--- src/rtl/line_fill_pkg.sv ---
package line_fill_pkg;
  typedef enum logic [2:0] {
    PH_IDLE,
    PH_ARB,
    PH_CMD,
    PH_WAIT,
    PH_DATA
  } phase_e;
endpackage

--- src/rtl/lfs_phase_fsm.sv ---
module lfs_phase_fsm
  import line_fill_pkg::*;
#(
  parameter int ARB_CYC = 1,
  parameter int CMD_CYC = 1,
  parameter int MEM_LAT = 6,
  parameter int BEATS   = 8,
  parameter int CNT_W   = 5
) (
  input  logic             clk_i,
  input  logic             rst_ni,
  input  logic             start_i,
  output phase_e           phase_o,
  output logic [CNT_W-1:0] cnt_o,
  output logic             last_o
);
  phase_e           phase_q, phase_d;
  logic [CNT_W-1:0] cnt_q, cnt_d, len;

  always_comb begin
    case (phase_q)
      PH_ARB:  len = CNT_W'(ARB_CYC);
      PH_CMD:  len = CNT_W'(CMD_CYC);
      PH_WAIT: len = CNT_W'(MEM_LAT);
      PH_DATA: len = CNT_W'(BEATS);
      default: len = '0;
    endcase
  end

  assign last_o = (phase_q != PH_IDLE) && (cnt_q == len - 1'b1);

  always_comb begin
    phase_d = phase_q;
    cnt_d   = cnt_q;
    if (start_i) begin
      phase_d = PH_ARB;
      cnt_d   = '0;
    end else if (phase_q != PH_IDLE) begin
      if (last_o) begin
        cnt_d = '0;
        case (phase_q)
          PH_ARB:  phase_d = PH_CMD;
          PH_CMD:  phase_d = PH_WAIT;
          PH_WAIT: phase_d = PH_DATA;
          default: phase_d = PH_IDLE;
        endcase
      end else begin
        cnt_d = cnt_q + 1'b1;
      end
    end
  end

  always_ff @(posedge clk_i or negedge rst_ni) begin
    if (!rst_ni) begin
      phase_q <= PH_IDLE;
      cnt_q   <= '0;
    end else begin
      phase_q <= phase_d;
      cnt_q   <= cnt_d;
    end
  end

  assign phase_o = phase_q;
  assign cnt_o   = cnt_q;
endmodule

--- src/rtl/lfs_beat_gen.sv ---
module lfs_beat_gen #(
  parameter int ADDR_W = 32,
  parameter int DATA_W = 64,
  parameter int IDX_W  = 3,
  parameter int BB_W   = 3,
  parameter int CNT_W  = 5
) (
  input  logic              in_data_i,
  input  logic [CNT_W-1:0]  cnt_i,
  input  logic [ADDR_W-1:0] line_base_i,
  input  logic [DATA_W-1:0] mem_data_i,
  output logic              beat_valid_o,
  output logic [IDX_W-1:0]  beat_idx_o,
  output logic [ADDR_W-1:0] beat_addr_o,
  output logic [DATA_W-1:0] beat_data_o
);
  localparam int OFF_W = IDX_W + BB_W;

  assign beat_valid_o = in_data_i;
  assign beat_idx_o   = in_data_i ? cnt_i[IDX_W-1:0] : '0;

  generate
    if (BB_W > 0) begin : g_wide_beat
      assign beat_addr_o = {line_base_i[ADDR_W-1:OFF_W], beat_idx_o, {BB_W{1'b0}}};
    end else begin : g_byte_beat
      assign beat_addr_o = {line_base_i[ADDR_W-1:OFF_W], beat_idx_o};
    end
  endgenerate

  assign beat_data_o = in_data_i ? mem_data_i : '0;
endmodule

--- src/rtl/lfs_fill_meter.sv ---
module lfs_fill_meter #(
  parameter int CNT_W = 5
) (
  input  logic             clk_i,
  input  logic             rst_ni,
  input  logic             start_i,
  input  logic             busy_i,
  input  logic             last_beat_i,
  output logic             done_o,
  output logic [CNT_W-1:0] fill_cycles_o
);
  logic [CNT_W-1:0] run_q, fill_q;
  logic             done_q;

  // run_q holds the 1-based cycle number of the current bus cycle
  always_ff @(posedge clk_i or negedge rst_ni) begin
    if (!rst_ni) begin
      run_q  <= '0;
      fill_q <= '0;
      done_q <= 1'b0;
    end else begin
      if (start_i)     run_q <= CNT_W'(1);
      else if (busy_i) run_q <= run_q + 1'b1;
      if (last_beat_i) fill_q <= run_q;
      done_q <= last_beat_i;
    end
  end

  assign done_o        = done_q;
  assign fill_cycles_o = fill_q;
endmodule

--- src/rtl/line_fill_seq.sv ---
module line_fill_seq
  import line_fill_pkg::*;
#(
  parameter int ADDR_W     = 32,
  parameter int DATA_W     = 64,
  parameter int LINE_BYTES = 64,
  parameter int ARB_CYC    = 1,
  parameter int CMD_CYC    = 1,
  parameter int MEM_LAT    = 6,
  localparam int BEAT_BYTES = DATA_W / 8,
  localparam int BEATS      = LINE_BYTES / BEAT_BYTES,
  localparam int IDX_W      = (BEATS > 1) ? $clog2(BEATS) : 1,
  localparam int BB_W       = $clog2(BEAT_BYTES),
  localparam int OFF_W      = IDX_W + BB_W,
  localparam int CNT_W      = $clog2(ARB_CYC + CMD_CYC + MEM_LAT + BEATS) + 1
) (
  input  logic              clk_i,
  input  logic              rst_ni,
  input  logic              req_valid_i,
  input  logic [ADDR_W-1:0] req_addr_i,
  output logic              req_ready_o,
  output logic              busy_o,
  output logic              arb_o,
  output logic              cmd_valid_o,
  output logic [ADDR_W-1:0] cmd_addr_o,
  input  logic [DATA_W-1:0] mem_data_i,
  output logic              beat_valid_o,
  output logic [IDX_W-1:0]  beat_idx_o,
  output logic [ADDR_W-1:0] beat_addr_o,
  output logic [DATA_W-1:0] beat_data_o,
  output logic              line_done_o,
  output logic [CNT_W-1:0]  fill_cycles_o
);
  phase_e            phase;
  logic [CNT_W-1:0]  cnt;
  logic              last, start, last_beat, in_data;
  logic [ADDR_W-1:0] base_q;

  assign in_data     = (phase == PH_DATA);
  assign last_beat   = in_data && last;
  // bus released only once the final beat is on the wires
  assign req_ready_o = (phase == PH_IDLE) || last_beat;
  assign start       = req_valid_i && req_ready_o;

  lfs_phase_fsm #(
    .ARB_CYC(ARB_CYC), .CMD_CYC(CMD_CYC), .MEM_LAT(MEM_LAT),
    .BEATS(BEATS), .CNT_W(CNT_W)
  ) u_fsm (
    .clk_i(clk_i), .rst_ni(rst_ni), .start_i(start),
    .phase_o(phase), .cnt_o(cnt), .last_o(last)
  );

  always_ff @(posedge clk_i or negedge rst_ni) begin
    if (!rst_ni)    base_q <= '0;
    else if (start) base_q <= {req_addr_i[ADDR_W-1:OFF_W], {OFF_W{1'b0}}};
  end

  lfs_beat_gen #(
    .ADDR_W(ADDR_W), .DATA_W(DATA_W), .IDX_W(IDX_W), .BB_W(BB_W), .CNT_W(CNT_W)
  ) u_beat (
    .in_data_i(in_data), .cnt_i(cnt), .line_base_i(base_q), .mem_data_i(mem_data_i),
    .beat_valid_o(beat_valid_o), .beat_idx_o(beat_idx_o),
    .beat_addr_o(beat_addr_o), .beat_data_o(beat_data_o)
  );

  lfs_fill_meter #(.CNT_W(CNT_W)) u_meter (
    .clk_i(clk_i), .rst_ni(rst_ni), .start_i(start),
    .busy_i(phase != PH_IDLE), .last_beat_i(last_beat),
    .done_o(line_done_o), .fill_cycles_o(fill_cycles_o)
  );

  assign busy_o      = (phase != PH_IDLE);
  assign arb_o       = (phase == PH_ARB);
  assign cmd_valid_o = (phase == PH_CMD);
  assign cmd_addr_o  = base_q;
endmodule

--- config.mk ---
export PLATFORM = sky130hd
export DESIGN_NAME = line_fill_seq
export DESIGN_NICKNAME = d
export VERILOG_FILES = /design/src/rtl/line_fill_pkg.sv /design/src/rtl/lfs_phase_fsm.sv /design/src/rtl/lfs_beat_gen.sv /design/src/rtl/lfs_fill_meter.sv /design/src/rtl/line_fill_seq.sv
export SDC_FILE = /design/constraint.sdc
export NUM_CORES = 1
export LEC_CHECK = 0
export ABC_CLOCK_PERIOD_IN_PS = 4850
export BUFFER_PORTS_ARGS = -buffer_cell sky130_fd_sc_hd__buf_2
export CORE_AREA = 3 3 93 95
export DETAILED_ROUTE_END_ITERATION = 12
export DIE_AREA = 0 0 96 98
export PLACE_DENSITY = 0.86
export SKIP_LAST_GASP = 1
export SYNTH_ARGS = -nofsm -noshare
export SYNTH_HDL_FRONTEND = slang
export SYNTH_HIERARCHICAL = 1
export SYNTH_SLANG_ARGS = --single-unit
--- constraint.sdc ---
create_clock -name clk_i -period 4.85 [get_ports clk_i]
set_clock_uncertainty 0.1 [all_clocks]
set_input_delay 0.2425 -clock clk_i [delete_from_list [all_inputs] [get_ports clk_i]]
set_output_delay 0.2425 -clock clk_i [all_outputs]
set_load 0.1 [all_outputs]
==> impl_metrics.toml, run 1 <==
[sta]
worst_pin_slew_ps = 972
whs_ps = 2.42
maxSlewViolCount = 0
finalCritPeriodShare = 0.855
period_minus_slack_ps = 4150
tns_ps = 0
clock.fmax_mhz = 241
rsz0062_at_grt = "false"
setup_viol = 0
hold_viol_final = 0
max_slew_margin = 0.352

[cts]
cts_resized = 0
clock-sinks = 45
cts_tree = "yes"
cts_hold_buf = 0
clkTransAtPathRegs_ps = 90
clk_path_buf_depth = 2
worstSkewPairLatency_ps = 290
htree_num_levels = 2
clockRootBuffer = "clkbuf_8"
cts_setup_buffers = 0
cts_buffers = 5

[cells_and_area]
nNetsFinal = 567
n_antenna_cell = 0
fin_util = 0.505
seq_area_sq_um = 1130
fillers = 731
area_growth_syn_to_layout_pct = 33.8
multiInputGateArea_sq_um = 1430
stdcell_area_sq_um = 3940
drive_gt1_frac = 0.587

[critical_path]
worstPathMaxFanout = 27
r2r_start = "u_fsm/phase_o[1]$_DFFE_PN0P_"
cp_cell_sequence = "nand3b_1 -> ha_1 -> xnor2_1 -> or4_1 -> and3_1 -> nor2_2 -> nand2b_1 -> nand3_4 -> inv_1 -> nor2_1 -> mux2_4"
r2r_slack_ps = 700
worstSetupStartpointType = "register"
r2r_cells = 11
slowest_delay_ps = 660
critical_path_class = "register to register"
end_kind = "register"
worst_path_max_delay_cell = "dfrtp_1"
cp.arrival_ps = 4220
critPathLaunch = "u_fsm/phase_o[1]$_DFFE_PN0P_"
crit_end = "u_meter/run_q[4]$_DFFE_PN0P_"
r2r_end = "u_meter/run_q[4]$_DFFE_PN0P_"
critical_path_required_ps = 4920

[global_route]
grt_pass1_vias = 2494
grt-ovfl-total = 0
grt_max_degree = 48
grt_pass1_wl_um = 12300
antenna_found_initial = 0
grt_usage = 0.169

[logic_synthesis]
avgSynthCellArea_sq_um = 10.7
synth_edf_count = 0
ys_warn_count = 6
synth-async-reset-ratio = 1.00
ys_seq_area_frac = 0.382
ys_ff_latch = 45
ys_types = 41
synth_cells = 276
syn_area_sq_um = 2950
synthFlopType = "dfrtp_1"

[detailed_routing]
wl_met1_um = 2860
wl_met2_um = 4710
drt_wl_total_um = 8420
vias_per_cell = 4.55
wire_per_inst_um = 14.8
vias = 2578
routed-wl-met3_um = 767
first_pass_iters = 4
drt_iter0_markers = 170
route.detailed.drc = 0
top_layer_used = "met4"
ant_nets = 0

[place]
routabilityCongestion = 0.862
port_buffers = 225
hpwl_um = 7120
dpl-instance-area_sq_um = 3840

[die]
core_area_sq_um = 7810
fp.dieH_um = 98
initial_core_util = 0.377
pin_count = 241
rows = 32
die_x_um = 96
dieArea_sq_um = 9410

[job]
drv_cap = 0

[min_path]
hp-class = "input pin to asynchronous set/reset pin"

[outcome]
status = "finished clean"
==> through the flow <==
| step | std cells | setup WS, ps |
|---|---|---|
| 2_1_floorplan | 283 | 1450 |
| 3_3_place_gp | 559 | 905 |
| 3_5_place_dp | 559 | 708 |
| 4_1_cts | 567 | 703 |
| 5_1_grt | 567 | 365 |
| 6_report | 567 | 703 |
==> cell usage in the layout, fill, tap and decap left out, types with 2 or more instances in the layout <==
cell / instances
a21oi_1: 3
a31oi_1: 2
and2_1: 69
and3_1: 2
buf_2: 225
clkbuf_8: 7
conb_1: 9
dfrtp_1: 45
ha_1: 4
inv_1: 5
mux2_2: 12
mux2_4: 21
mux2i_1: 2
nand2_1: 5
nand2b_1: 3
nand3b_1: 2
nand4_1: 2
nand4_2: 2
nor2_1: 6
nor2b_1: 2
nor3_1: 4
nor3b_1: 2
o21ai_0: 4
or3_1: 2
or4_1: 2
xnor2_1: 3
xor2_1: 6
==> kinds of logic after synthesis <==
group	after synthesis	synth area share
AO/OA/AOI/OAI	14	0.0331
adder cells (fa/ha/maj)	5	0.0204
flip-flops	45	0.382
XOR/XNOR	9	0.0268
other	2	0.00255
multiplexers	35	0.160
buffers and inverters	57	0.141
AND/OR/NAND/NOR	109	0.234
==> area by class of cell <==
class	instances	area share
clock buffers	7	0.0244
clock inverters	1	0.00222
inverters	5	0.00476
multi-input cells	181	0.363
flip-flops and latches	45	0.286
well taps	102	0.0324
repair buffers	226	0.288
==> registers in the layout, indices dropped and copies added (netlist names) <==
register	count
u_fsm/phase_o	3
u_meter/fill_cycles_o	5
u_meter/run_q	5
u_meter/done_o	1
u_fsm/cnt_o	5
cmd_addr_o	26
==> synthesized netlist by cell type (3+ instances only) <==
master | count | share of area
nor2_1 | 6 | 0.0076
buf_6 | 6 | 0.023
inv_1 | 5 | 0.0064
nor3_1 | 4 | 0.0068
ha_1 | 4 | 0.017
xnor2_1 | 3 | 0.0089
mux2_4 | 21 | 0.11
nand2b_1 | 3 | 0.0064
a21oi_1 | 3 | 0.0051
xor2_1 | 6 | 0.018
buf_4 | 40 | 0.10
buf_2 | 5 | 0.0085
mux2_2 | 12 | 0.046
dfrtp_1 | 45 | 0.38
and2_1 | 69 | 0.15
o21ai_0 | 4 | 0.0068
nand2_1 | 5 | 0.0064
==> per-layer routing <==
| layer | track usage | vias up |
|---|---|---|
| met5 | 0 | - |
| li1 | - | 1233 |
| met3 | 0.0347 | 5 |
| met1 | 0.167 | 1197 |
| met4 | 0.0416 | 0 |
| met2 | 0.343 | 143 |
==> worst min path at each step <==
stage | cells after the start | end | from
floorplan | 0 | cmd_addr_o[10]$_DFFE_PN0P_ | rst_ni
global placement | 1 | cmd_addr_o[18]$_DFFE_PN0P_ | rst_ni
detailed placement | 1 | cmd_addr_o[18]$_DFFE_PN0P_ | rst_ni
CTS | 1 | cmd_addr_o[31]$_DFFE_PN0P_ | rst_ni
global route | 2 | cmd_addr_o[24]$_DFFE_PN0P_ | req_addr_i[24]
finish | 1 | cmd_addr_o[17]$_DFFE_PN0P_ | rst_ni
==> worst max-delay path, delay by kind of cell (launching register included) <==
family	cells	cell delay [ps]
simple gates	7	1900
fa+ha+maj	1	320
buf+inv	1	570
mux	1	280
xor+xnor	1	170
flops	1	660
Power of run 1 is left out: the tool's default activity adds up to more than one toggle a clock period on the data nets, which glitch-free logic cannot reach.
==> run 2: changes to the inputs <==
ABC_AREA = 1   (was default)
CORE_AREA = default   (was 3 3 93 95)
CORE_MARGIN = 3   (was default)
CORE_UTILIZATION = 41   (was default)
DIE_AREA = default   (was 0 0 96 98)
PLACE_DENSITY = 0.91   (was 0.86)
==> impl_metrics.toml, run 2 <==
[min_path]
hp-class = "input pin to asynchronous set/reset pin"

[cts]
cts_buffers = 5
cts_resized = 0
worstSkewPairLatency_ps = 300
clk_path_buf_depth = 2
cts_hold_buf = 0
cts_setup_buffers = 0
clkTransAtPathRegs_ps = 80
cts_tree = "yes"
htree_num_levels = 2
clockRootBuffer = "clkbuf_8"
clock-sinks = 45

[die]
pin_count = 241
die_x_um = 94.3
rows = 31
dieArea_sq_um = 8890
initial_core_util = 0.431
core_area_sq_um = 7410
fp.dieH_um = 94.3

[place]
port_buffers = 225
hpwl_um = 7290
dp_cells = 738
routabilityCongestion = 0.823

[logic_synthesis]
synthTopCellsByCount = "nand2_1, inv_1, buf_4, dfrtp_1, o21bai_1"
synth.top_cell.area_share = 0.353
ys_warn_count = 6
synth-async-reset-ratio = 1.00
synth_cells = 458
syn_area_sq_um = 3190
avgSynthCellArea_sq_um = 6.97
synth_top_area_cell = "dfrtp_1"
ys_seq_area_frac = 0.353
netlist_top_cells_area = "dfrtp_1, nand2_1, inv_1"
ys_types = 31
ys_ff_latch = 45
synthFlopType = "dfrtp_1"
synth.most_common_cell = "nand2_1"
synth_edf_count = 0

[global_route]
grt-ovfl-total = 0
grt_max_degree = 69
grt_pass1_vias = 3051
antenna_found_initial = 0
grt_pass1_wl_um = 13800
grt_usage = 0.194

[cells_and_area]
n_antenna_cell = 0
seq_area_sq_um = 1130
fillers = 674
final_cell_mix = "buf_2, nand2_1, inv_1, dfrtp_1, o21bai_1"
largest_reg_flops = 26
drive_gt1_frac = 0.411
final_common_cell = "buf_2"
area_growth_syn_to_layout_pct = 31.0
final-instance-count-excl-fill = 746
nNetsFinal = 749
multiInputGateArea_sq_um = 1280

[critical_path]
critical_path_class = "register to register"
worstSetupStartpointType = "register"
end_kind = "register"
r2r_end = "u_fsm/cnt_o[4]$_DFFE_PN0P_"
critical_path_required_ps = 4940
cp.arrival_ps = 3970
critPathLaunch = "u_fsm/phase_o[0]$_DFFE_PN0P_"
r2r_start = "u_fsm/phase_o[0]$_DFFE_PN0P_"
r2r_slack_ps = 960
worstPathMaxFanout = 31
r2r_cells = 16

[sta]
clock.fmax_mhz = 257
setup_viol = 0
rsz0062_at_grt = "false"
max_slew_margin = 0.339
worst_pin_slew_ps = 992
hold_viol_final = 4
finalCritPeriodShare = 0.801
maxSlewViolCount = 0
whs_ps = -11.7
period_minus_slack_ps = 3890
tns_ps = 0

[detailed_routing]
wire_per_inst_um = 12.3
drt_wl_total_um = 9200
vias = 3281
first_pass_iters = 4
vias_per_cell = 4.40
ant_nets = 0
drt_iter0_markers = 172
route.detailed.drc = 0

[outcome]
status = "finished, violations left"
violations = "negative hold slack"

[job]
drv_cap = 0
-- run 2: cell count changes in the layout (fill, tap and decap cells not counted), moves of 3 or more --
cell,previous run,this run
inv_1,5,101
inv_2,0,14
and2_1,69,0
mux2_4,21,0
nor2_4,1,5
nand2_2,0,3
nand2b_1,3,0
o21bai_1,0,26
nand2_1,5,149
nor2_1,6,12
nand4_1,2,5
nand3_1,1,14
o21ai_0,4,0
mux2_2,12,3
-- run 2: logic make-up (layout without fill, tap and decap cells) --
logic type | after synthesis | count (layout) | share of synthesized area
simple gates | 200 | 200 | 0.273
buf+inv | 167 | 349 | 0.255
flops | 45 | 45 | 0.353
compound gates | 31 | 31 | 0.0736
xor+xnor | 5 | 5 | 0.0137
fa+ha+maj | 4 | 4 | 0.0157
mux | 4 | 4 | 0.0141
other cells | 2 | 9 | 0.00235
-- run 2: through the flow --
step                instance area (sq um)  worst slack [ps]  hold slack (ps)   util
global placement                     4100              1120              345  0.553
finish                               4180               964            -11.7  0.565
detailed placement                   4100              1000              345  0.553
global route                         4180               587             31.0  0.565
CTS                                  4180               975             32.6  0.565
floorplan                            3220              1900             -153      -
-- run 2: worst max path at each step --
stage | cells after the start | slack (ps) | endpoint
floorplan | 2 | 1900 | cmd_valid_o
global placement | 16 | 1120 | u_fsm/cnt_o[4]$_DFFE_PN0P_
detailed placement | 16 | 1000 | u_fsm/cnt_o[4]$_DFFE_PN0P_
CTS | 16 | 970 | u_fsm/cnt_o[4]$_DFFE_PN0P_
global route | 16 | 590 | u_fsm/cnt_o[4]$_DFFE_PN0P_
finish | 16 | 960 | u_fsm/cnt_o[4]$_DFFE_PN0P_
-- run 2: layout make-up --
class                           count  share of cell area
Multi-Input combinational cell    253               0.307
Timing Repair Buffer              226               0.271
Sequential cell                    45               0.269
Inverter                          115               0.103
Tap cell                           99              0.0296
Clock buffer                        7              0.0182
Clock inverter                      1             0.00179
-- run 2: worst max-delay path, stage by stage, from the launching register on --
cell     delay, ps
dfrtp_1        600
nand3_1        280
ha_1           380
nand2_1         70
inv_1           40
nor2_1          70
nand3_1        130
nor2_4         160
nand3_4        130
inv_1          140
o21ai_4        210
nor2_4         600
inv_1          310
nand2_1        220
nand4_1        120
xor2_1         150
nor2_1          60
-- run 2: metal layers --
metal	share of wire	wire length, um	GRT usage
met5	0	0	0
met4	0.015	137	0.0493
met3	0.077	707	0.0369
met2	0.56	5110	0.401
met1	0.35	3250	0.193
Power of run 2 is left out for the same reason.
==> run 3: changes to the inputs <==
ABC_CLOCK_PERIOD_IN_PS = 3300   (was 4850)
CORE_UTILIZATION = 37   (was 41)
PLACE_DENSITY = 0.87   (was 0.91)
clock period = 3.3 ns   (was 4.85 ns; I/O delays follow)
==> impl_metrics.toml, run 3 (synthesis gave the netlist of run 2 again) <==
[outcome]
status = "finished clean"

[place]
hpwl_um = 6590
port_buffers = 225
routabilityCongestion = 0.797

[cells_and_area]
n_antenna_cell = 0
nNetsFinal = 779
largest_reg_flops = 26
final_cell_mix = "buf_2, nand2_1, inv_1, dfrtp_1, dlygate4sd3_1"
final_common_cell = "buf_2"
fillers = 799
area_growth_syn_to_layout_pct = 41.0
drive_gt1_frac = 0.402

[critical_path]
critical_path_class = "register to output pin"
worstPathMaxFanout = 8
r2r_cells = 16
r2r_start = "u_fsm/phase_o[1]$_DFFE_PN0P_"
end_kind = "output pin"
r2r_end = "u_fsm/cnt_o[3]$_DFFE_PN0P_"
path_common_cell = "inv_1"
worst_path_max_delay_cell = "dfrtp_1"
cp.arrival_ps = 2790
r2r_slack_ps = 320
critical_path_required_ps = 3030
slowest_delay_ps = 560
worstSetupStartpointType = "register"
critPathLaunch = "u_fsm/phase_o[1]$_DFFE_PN0P_"
cp_cell_sequence = "nand3_1 -> ha_1 -> nand2_1 -> inv_1 -> nor2_1 -> nand3_1 -> nor2_4 -> nand3_4 -> inv_1 -> o21ai_4 -> inv_1 -> buf_2"

[cts]
worstSkewPairLatency_ps = 290
clock-sinks = 45
clockRootBuffer = "clkbuf_8"
cts_buffers = 5
cts_tree = "yes"
htree_num_levels = 2
clkTransAtPathRegs_ps = 80
clk_path_buf_depth = 2

[sta]
finalCritPeriodShare = 0.925
hold_viol_final = 0
setup_viol = 0
max_slew_margin = 0.341
tns_ps = 0
maxSlewViolCount = 0
worst_pin_slew_ps = 988
clock.fmax_mhz = 328
period_minus_slack_ps = 3050
rsz0062_at_grt = "false"

[global_route]
antenna_found_initial = 0
grt_max_degree = 69
grt_pass1_wl_um = 14000
grt-ovfl-total = 0
grt_pass1_vias = 3026
grt_usage = 0.172

[detailed_routing]
drt_iter0_markers = 95
drt_wl_total_um = 8730
vias = 3270
vias_per_cell = 4.19
wire_per_inst_um = 11.2
route.detailed.drc = 0
ant_nets = 0
first_pass_iters = 4

[die]
dieArea_sq_um = 9780
pin_count = 241
core_area_sq_um = 8300
initial_core_util = 0.385
rows = 33
die_x_um = 98.9
fp.dieH_um = 98.9

[min_path]
hold_start = "req_valid_i"
hold_path_end = "cmd_addr_o[18]$_DFFE_PN0P_"
hp-class = "input pin to register"
min_path_cells = 4

[job]
drv_cap = 0
run 3: cell types whose count changed in the layout (fill, tap and decap cells not counted):
cell	before	now
buf_12	0	1
buf_4	1	3
clkbuf_1	2	0
clkbuf_8	5	6
dfrtp_1	45	43
dfrtp_2	0	2
dlygate4sd3_1	0	27
run 3: how the worst max path moves through the flow:
stage	cells past startpoint	slack [ps]	to
2_1_floorplan	17	390	u_fsm/cnt_o[3]$_DFFE_PN0P_
3_3_place_gp	16	380	u_fsm/cnt_o[4]$_DFFE_PN0P_
3_5_place_dp	16	310	u_fsm/cnt_o[3]$_DFFE_PN0P_
4_1_cts	12	180	req_ready_o
5_1_grt	16	1	u_fsm/cnt_o[4]$_DFFE_PN0P_
6_report	12	250	req_ready_o
run 3: final cells by class:
cell class,count,area (sq um),share of cell area
clock buffers,6,82.6,0.0183
flip-flops and latches,45,1130,0.250
inverters,115,432,0.0958
multi-input cells,253,1280,0.285
well taps,105,131,0.0292
repair buffers,256,1440,0.319
clock inverters,1,7.51,0.00167
run 3: per-layer routing:
metal | track usage | vias to the layer above | wire, um
met5 | 0 | - | 0
met4 | 0.0399 | 0 | 108
met3 | 0.0361 | 10 | 679
met2 | 0.329 | 119 | 4580
met1 | 0.192 | 1432 | 3360
li1 | - | 1709 | -
run 3: timing repair:
item / CTS / global route
hold buffers: 27 / 0
gates resized for setup: 0 / 2
endpoints found under the hold margin: 71 / 0
setup endpoints to repair: 0 / 3
buffers inserted: 0 / 0
run 3: through the flow:
step / util / hold slack (ps) / setup slack, ps / instances / cell area (sq um)
after floorplan: - / -231 / 391 / 465 / 3220
after detailed placement: 0.499 / 268 / 308 / 747 / 4140
after global placement: 0.499 / 266 / 377 / 747 / 4140
final: 0.543 / 323 / 248 / 781 / 4510
after global routing: 0.543 / 356 / 1.11 / 781 / 4510
after CTS: 0.543 / 311 / 184 / 781 / 4500
run 3: critical path, delay by kind of cell (launching register included):
kind                       cells  cell delay [ps]
buffers and inverters          4              680
and+or+nand+nor                6              800
DFF                            1              560
adders and majority gates      1              370
AOI/OAI and AO/OA              1               90
Power of run 3 is left out for the same reason.
